[src/rtl/frac_baud_pkg.sv]
package frac_baud_pkg;
  localparam int FRAC_W  = 6;
  localparam int OSR_MAX = 16;
  localparam int BCNT_W  = $clog2(OSR_MAX);

  typedef logic [FRAC_W-1:0] frac_t;

  typedef enum logic {
    OSR_X16 = 1'b0,
    OSR_X8  = 1'b1
  } osr_mode_e;
endpackage

[src/rtl/frac_baud_div.sv]
module frac_baud_div
  import frac_baud_pkg::*;
#(
  parameter int INT_W = 16
) (
  input  logic             clk_i,
  input  logic             rst_ni,
  input  logic             run_i,
  input  logic             restart_i,
  input  logic [INT_W-1:0] start_int_i,
  input  frac_t            start_frac_i,
  input  logic [INT_W-1:0] int_i,
  input  frac_t            frac_i,
  output logic             tick_o
);
  logic [INT_W-1:0] cnt_q, last_q;
  frac_t            acc_q;
  logic [FRAC_W:0]  sum;

  assign sum    = {1'b0, acc_q} + {1'b0, frac_i};
  assign tick_o = run_i && (cnt_q == last_q);

  // accumulator preloaded with the fraction: period k carries on add k+1
  always_ff @(posedge clk_i or negedge rst_ni) begin
    if (!rst_ni) begin
      cnt_q  <= '0;
      acc_q  <= '0;
      last_q <= '1;
    end else if (restart_i) begin
      cnt_q  <= '0;
      acc_q  <= start_frac_i;
      last_q <= start_int_i - 1'b1;
    end else if (tick_o) begin
      cnt_q  <= '0;
      acc_q  <= sum[FRAC_W-1:0];
      last_q <= int_i - 1'b1 + INT_W'(sum[FRAC_W]);
    end else if (run_i) begin
      cnt_q  <= cnt_q + 1'b1;
    end
  end

  AST_CNT_BOUND: assert property (@(posedge clk_i) disable iff (!rst_ni)
    run_i |-> cnt_q <= last_q);

  AST_MIN_GAP: assert property (@(posedge clk_i) disable iff (!rst_ni)
    (tick_o && !restart_i && int_i > 1) |=> !tick_o);

  AST_EVERY_CYCLE: assert property (@(posedge clk_i) disable iff (!rst_ni)
    (tick_o && !restart_i && int_i == 1 && frac_i == '0) |=> (tick_o || !run_i));
endmodule

[src/rtl/frac_baud_bits.sv]
module frac_baud_bits
  import frac_baud_pkg::*;
(
  input  logic clk_i,
  input  logic rst_ni,
  input  logic clear_i,
  input  logic osr_tick_i,
  input  logic osr_sel_i,
  output logic bit_tick_o
);
  localparam logic [BCNT_W-1:0] LAST16 = BCNT_W'(OSR_MAX - 1);
  localparam logic [BCNT_W-1:0] LAST8  = BCNT_W'(OSR_MAX / 2 - 1);

  logic [BCNT_W-1:0] bcnt_q, last;

  assign last       = (osr_mode_e'(osr_sel_i) == OSR_X8) ? LAST8 : LAST16;
  // >= keeps a mode change mid-bit from wrapping the counter
  assign bit_tick_o = osr_tick_i && (bcnt_q >= last);

  always_ff @(posedge clk_i or negedge rst_ni) begin
    if (!rst_ni)          bcnt_q <= '0;
    else if (clear_i)     bcnt_q <= '0;
    else if (bit_tick_o)  bcnt_q <= '0;
    else if (osr_tick_i)  bcnt_q <= bcnt_q + 1'b1;
  end

  AST_BIT_WITH_OSR: assert property (@(posedge clk_i) disable iff (!rst_ni)
    bit_tick_o |-> osr_tick_i);

  AST_BIT_SPACING: assert property (@(posedge clk_i) disable iff (!rst_ni)
    bit_tick_o |=> !bit_tick_o);
endmodule

[src/rtl/frac_baud_gen.sv]
module frac_baud_gen
  import frac_baud_pkg::*;
#(
  parameter int INT_W = 16
) (
  input  logic             clk_i,
  input  logic             rst_ni,
  input  logic             en_i,
  input  logic             scale_wr_i,
  input  logic [INT_W-1:0] int_div_i,
  input  logic [5:0]       frac_div_i,
  input  logic             osr_sel_i,
  output logic             osr_tick_o,
  output logic             bit_tick_o
);
  logic [INT_W-1:0] int_q, start_int;
  frac_t            frac_q, start_frac;
  logic             run, restart;

  always_ff @(posedge clk_i or negedge rst_ni) begin
    if (!rst_ni) begin
      int_q  <= '0;
      frac_q <= '0;
    end else if (scale_wr_i) begin
      int_q  <= int_div_i;
      frac_q <= frac_div_i;
    end
  end

  assign run        = en_i && (int_q != '0);
  assign restart    = scale_wr_i || !en_i;
  assign start_int  = scale_wr_i ? int_div_i  : int_q;
  assign start_frac = scale_wr_i ? frac_div_i : frac_q;

  frac_baud_div #(.INT_W(INT_W)) u_div (
    .clk_i        (clk_i),
    .rst_ni       (rst_ni),
    .run_i        (run),
    .restart_i    (restart),
    .start_int_i  (start_int),
    .start_frac_i (start_frac),
    .int_i        (int_q),
    .frac_i       (frac_q),
    .tick_o       (osr_tick_o)
  );

  frac_baud_bits u_bits (
    .clk_i      (clk_i),
    .rst_ni     (rst_ni),
    .clear_i    (restart),
    .osr_tick_i (osr_tick_o),
    .osr_sel_i  (osr_sel_i),
    .bit_tick_o (bit_tick_o)
  );

  AST_WR_RESTART: assert property (@(posedge clk_i) disable iff (!rst_ni)
    (scale_wr_i && int_div_i > 1) |=> !osr_tick_o);

  AST_IDLE_NO_TICK: assert property (@(posedge clk_i) disable iff (!rst_ni)
    !en_i |-> !(osr_tick_o || bit_tick_o));

  AST_ZERO_STOPS: assert property (@(posedge clk_i) disable iff (!rst_ni)
    (scale_wr_i && int_div_i == '0) |=> !osr_tick_o);
endmodule

[config.mk]
export PLATFORM = sky130hd
export DESIGN_NAME = frac_baud_gen
export DESIGN_NICKNAME = d
export VERILOG_FILES = /design/src/rtl/frac_baud_pkg.sv /design/src/rtl/frac_baud_div.sv /design/src/rtl/frac_baud_bits.sv /design/src/rtl/frac_baud_gen.sv
export SDC_FILE = /design/constraint.sdc
export NUM_CORES = 1
export LEC_CHECK = 0
export ABC_AREA = 1
export CORE_ASPECT_RATIO = 0.8
export CORE_UTILIZATION = 45
export DETAILED_ROUTE_END_ITERATION = 8
export PLACE_DENSITY = 0.6
export SETUP_SLACK_MARGIN = 0.4
export SLEW_MARGIN = 20
export SYNTH_ARGS = -nofsm -noshare
export SYNTH_HDL_FRONTEND = slang
export SYNTH_SLANG_ARGS = --single-unit
[constraint.sdc]
create_clock -name clk_i -period 4.85 [get_ports clk_i]
set_input_delay 0.7275 -clock clk_i [delete_from_list [all_inputs] [get_ports clk_i]]
set_output_delay 0.7275 -clock clk_i [all_outputs]
set_load 0.01 [all_outputs]
# Word-level counts from Yosys, hierarchy flattened
# Index checks and enable logic that the tools add are counted.
dict set report op_classes {
  addsub 6
  magnitude_cmp 1
  eq_ne 1
  n_mux 13
  reduce_logical 9
}
# op count
set ops {}
lappend ops {{$mux 16} 6}
lappend ops {{$sub 16x1->16 const B} 2}
lappend ops {{$mux 6} 3}
lappend ops {{$add 16x1->16} 1}
lappend ops {{$add 16x1->16 const B} 1}
lappend ops {{$eq 16x16->1} 1}
lappend ops {{$mux 4} 4}
lappend ops {{$reduce_bool 16->1} 1}
lappend ops {{$add 6x6->7} 1}
lappend ops {{$reduce_bool 3->1} 2}
lappend ops {{$add 4x1->4 const B} 1}
lappend ops {{$ge 4x4->1} 1}
lappend ops {{$logic_and 1x1->1} 3}
lappend ops {{$reduce_bool 2->1} 1}
lappend ops {{$logic_not 1->1} 1}
lappend ops {{$logic_or 1x1->1} 1}
dict set report totals {
  reg_bits 64
  in_bits 27
  output_inout_bits 2
  word_cells 36
}

# Depth between registers and ports, before layout
dict set report depth {
  word_depth 6
  depth_mapped 16
  ltp_nobuf 16
}

# Hierarchy
# From an unflattened synthesis, not the netlist that was laid out.
dict set report unflattened {
  hier_cells 677
  area_unflattened_um2 4441.8
}
# mod n_inst cells_per_inst area_per_inst_um2 seq_area_each_um2
set modules_own_cells {}
lappend modules_own_cells {frac_baud_div 1 537 3293.2 970.9}
lappend modules_own_cells {frac_baud_gen 1 110 904.6 550.5}
lappend modules_own_cells {frac_baud_bits 1 30 244.0 100.1}

# Least setup slack after synthesis
# Ideal clock, no wire load.
dict set report synth_timing {
  path_kind {register to register}
  from {register frac_q[0]}
  to {register u_div.last_q[12]}
  setup_ns 0.060
  arrival_ns 2.545
  required_ns 4.790
  path_slack_ns 2.245
  path_stages_with_launch 17
  path_buffers 0
  period_less_slack_ns 2.605
  cell_sequence {dfrtp_1 > ha_1 > fa_1 > nand2_1 > a21oi_1 > o21ai_0 > nand2_1 > a21oi_1 > ha_1 > ha_1 > nand2_1 > nor3_1 > xor2_1 > nand2_1 > nand2_1 > nand2_1 > nand2_1}
}
dict set report synth_between {
  elab_chain_cells 4
}
# element line_no
set synth_lines {}
lappend synth_lines {{start, declared} frac_baud_gen.sv:17} ;# frac_t frac_q, start_frac;
lappend synth_lines {{start signal, assigned} frac_baud_gen.sv:26} ;# frac_q <= frac_div_i;
lappend synth_lines {{$add 6x6->7} frac_baud_div.sv:20} ;# assign sum = {1'b0, acc_q} + {1'b0, frac_i};
lappend synth_lines {{$add 16x1->16} frac_baud_div.sv:36} ;# last_q <= int_i - 1'b1 + INT_W'(sum[FRAC_W]);
lappend synth_lines {{$mux 16} frac_baud_div.sv:33} ;# end else if (tick_o) begin
lappend synth_lines {{$mux 16} frac_baud_div.sv:29} ;# end else if (restart_i) begin
lappend synth_lines {{end signal, assigned} frac_baud_div.sv:32} ;# last_q <= start_int_i - 1'b1;
lappend synth_lines {{end signal, assigned} frac_baud_div.sv:36}
lappend synth_lines {{end, declared} frac_baud_div.sv:16} ;# logic [INT_W-1:0] cnt_q, last_q;
# No other way between the ends. The select of a mux whose other input is x is not followed.
# A chain may end at the register's enable or synchronous reset.

# Final worst setup path
dict set report layout_timing {
  from {register int_q[6]}
  to {output port bit_tick_o}
}
dict set report layout_between {
  elab_chain_cells 4
}
# element line_no
set layout_lines {}
lappend layout_lines {{start, declared} frac_baud_gen.sv:16} ;# logic [INT_W-1:0] int_q, start_int;
lappend layout_lines {{start signal, assigned} frac_baud_gen.sv:25} ;# int_q <= int_div_i;
lappend layout_lines {{$reduce_bool 16->1} frac_baud_gen.sv:30} ;# assign run = en_i && (int_q != '0);
lappend layout_lines {{$logic_and 1x1->1} frac_baud_gen.sv:30}
lappend layout_lines {{$logic_and 1x1->1} frac_baud_div.sv:21} ;# assign tick_o = run_i && (cnt_q == last_q);
lappend layout_lines {{$logic_and 1x1->1} frac_baud_bits.sv:18} ;# assign bit_tick_o = osr_tick_i && (bcnt_q >= last);
lappend layout_lines {{end, declared} frac_baud_gen.sv:14} ;# output logic bit_tick_o
# No other way between the ends.

==> metrics.txt <==
crit start category=flip-flop; total gr overflow=0; Distinct cells, synth=34; Power, Total=0.001682 W; Initial DRT Pass Iterations=6; nature of the critical path endpoint=output pin; final setup vio count=0; io pins=29; reg2reg start=frac_q[0]; area share of the largest cell type after synthesis=0.2607; drt via density=5.222; class of the most critical setup path=flip-flop to output pin; DRC Markers=0; Final min period=3282 ps; Skew-Pair Late Insertion Delay=330 ps; leak pwr=2.581 nW; worst vdd ir=0.0001819 V; switching fraction of total power=0.2971; diode count=0; largest cells by area after synthesis=dfrtp_1 (26%), nand2_1 (20%), dfstp_2 (9.1%); nets@finish=768; Root Buffer=clkbuf_16; period utilization=0.6767; Cell Area, Placed=0.004959 mm2; die span in x=115.1 um; antenna-violating nets left=0; Final Hold Vio Count=0; CTS tree=done; Reg power frac=0.377; pin slew with the least headroom to its limit=794.2 ps; Die ar.=0.01065 mm2; Mapped Avg Cell Area=6.555 um2; largest buffer count on any clock path=2; number of antenna violations at the first check in global routing=0; max cap viols=0; Yosys top cell by area=dfrtp_1; Post-CTS Setup Inserts=0; Starting DRT DRC Count=335; met1 Use GR=0.3524; power per cell area=318.4 mW/mm2; sum of negative setup slack=0 ps; Clock power frac=0.422; Core ar.=0.009809 mm2; met2 usage=0.3951; Max Clk Rate=304.7 MHz; syn nets=743; max-slew violation count=0; # clock sinks=64; Fillers=1008; worst endpoint required time=4120 ps; status=finished, final reports clean; Ys Warns=0; Max-slew headroom=0.4657; Seq/Total Area, Yosys=0.3519; vias in the first global route=4433; Gate power share=0.201; fin area=0.005283 mm2; Synth Register Bits=64; depth of the most critical reg-to-reg path=15; area grow syn2layout=14.63%; internal cell power=0.001182 W; H-tree lvl count=3; cts hold-fix bufs=0; unrepaired setup endpoints after global routing=false; busiest layer in global routing=met2; DIE HEIGHT=92.51 um; hpwl dp=9187 um; Post-CTS Resized=0; Hold Crit Class=primary input to async pin; share of cells above drive strength 1=0.09686; Avg WL per Cell=14.20 um; total wire length=12340 um; global-route wire length before repair=20900 um; largest net degree at the start of global routing=36; critical path fanouts, max=5; Reg2Reg Capture Point=u_div.last_q[13]; CP arrival=2550 ps; grt met3 use=0.05628; RePlAce Congestion=0.9770; initial core utilization=0.4698; clk_skew=6.068 ps; R2R setup slack=1780 ps; PortBufs=28; # rows=32; Gate Count Post-Synth=703; Mapped Area=0.004608 mm2; via count=4538; GRT Overall Usage=0.2540; CTS Buf Count=9; Net Sw Power=0.0004998 W; clk slew on worst S/H paths=50 ps
-- how the worst max path moves through the flow --
stage / startpoint / to / slack (ps) / cells past startpoint
after CTS: int_q[6] / bit_tick_o / 1610 / 9
after global routing: int_q[6] / bit_tick_o / 1400 / 9
final: int_q[6] / bit_tick_o / 1570 / 9
after floorplan: frac_q[0] / u_div.last_q[12] / 2240 / 16
after detailed placement: scale_wr_i / u_div.last_q[8] / 1630 / 14
after global placement: en_i / bit_tick_o / 1670 / 6
-- power by group through the flow --
stage / logic (W) / registers (W) / clock network, W
after floorplan: 0.000244 / 0.000629 / 0
after global placement: 0.000331 / 0.000643 / 0
after detailed placement: 0.000335 / 0.000643 / 0
after CTS: 0.000337 / 0.000635 / 0.000722
after global routing: 0.000390 / 0.000641 / 0.000741
final: 0.000338 / 0.000634 / 0.000710
-- sequential cells by signal (all words and copies together), names as in the netlist --
| name | cells |
|---|---|
| frac_q | 6 |
| u_div.cnt_q | 16 |
| u_div.acc_q | 6 |
| int_q | 16 |
| u_div.last_q | 16 |
| u_bits.bcnt_q | 4 |
-- metrics by stage --
step                      hold slack [ps]    util  std cells  setup slack, ps
after floorplan                     431.9       -        703             2245
after global placement              470.9  0.5055        853             1669
after detailed placement            476.7  0.5055        853             1632
after CTS                           485.9  0.5385        869             1610
after global routing                492.1  0.5385        869             1395
final                               460.7  0.5385        869             1568
-- synth_stat cells, drive strengths merged --
| cell type | instances |
|---|---|
| nor3 | 15 |
| o21ai | 47 |
| nand4 | 15 |
| xnor2 | 4 |
| nand2 | 257 |
| buf | 14 |
| nand3 | 47 |
| o21bai | 3 |
| fa | 1 |
| a21oi | 13 |
| nand3b | 5 |
| ha | 12 |
| a21o | 1 |
| or2 | 4 |
| inv | 85 |
| xor2 | 12 |
| o21a | 2 |
| o211ai | 2 |
| nor4 | 4 |
| clkbuf | 3 |
| nor2 | 92 |
| nor3b | 1 |
| dfstp | 16 |
| dfrtp | 48 |
-- cells in the final DEF, fill, tap and decap left out, drive strengths merged, types with 3 or more instances in the layout --
| cell | n |
|---|---|
| clkdlybuf4s50 | 27 |
| nand3 | 47 |
| or2 | 4 |
| xor2 | 12 |
| inv | 85 |
| o21ai | 47 |
| nor2 | 92 |
| nand2 | 257 |
| dfrtp | 48 |
| ha | 12 |
| dfstp | 16 |
| buf | 4 |
| clkbuf | 11 |
| nand4 | 15 |
| xnor2 | 4 |
| o21bai | 3 |
| nand3b | 5 |
| nor3 | 15 |
| nor4 | 4 |
| a21oi | 13 |
-- metal layers --
layer,routed length (um),part of all wire
met1,6054,0.49
met3,702,0.057
met4,182,0.015
met2,5401,0.44
met5,0,0
-- worst max-delay path: stages (launching register included) --
cell,delay (ps)
dfrtp_1,440
nor2_1,100
nand2_1,130
nor2_2,70
nand2_2,170
inv_2,80
nor4_1,340
nand3_1,200
nor2_1,130
clkdlybuf4s50_1,550
-- cell families (layout without fill, tap and decap cells) --
logic type	Yosys count	count (layout)	share of synthesized area
XOR/XNOR	16	16	0.03041
flip-flops	64	64	0.3519
adder cells (fa/ha/maj)	13	13	0.03693
AND/OR/NAND/NOR	440	440	0.4062
AO/OA/AOI/OAI	68	68	0.07982
buffers and inverters	102	132	0.09476
-- final cells by class --
type	count	area (um2)	area share
flip-flops and latches	64	1622	0.3070
clock buffers	11	242.7	0.04595
clock inverters	5	81.33	0.01540
well taps	136	170.2	0.03221
multi-input cells	537	2550	0.4827
repair buffers	31	297.8	0.05637
inverters	85	319.1	0.06040
No activity file was read; power rests on OpenSTA's default activity.
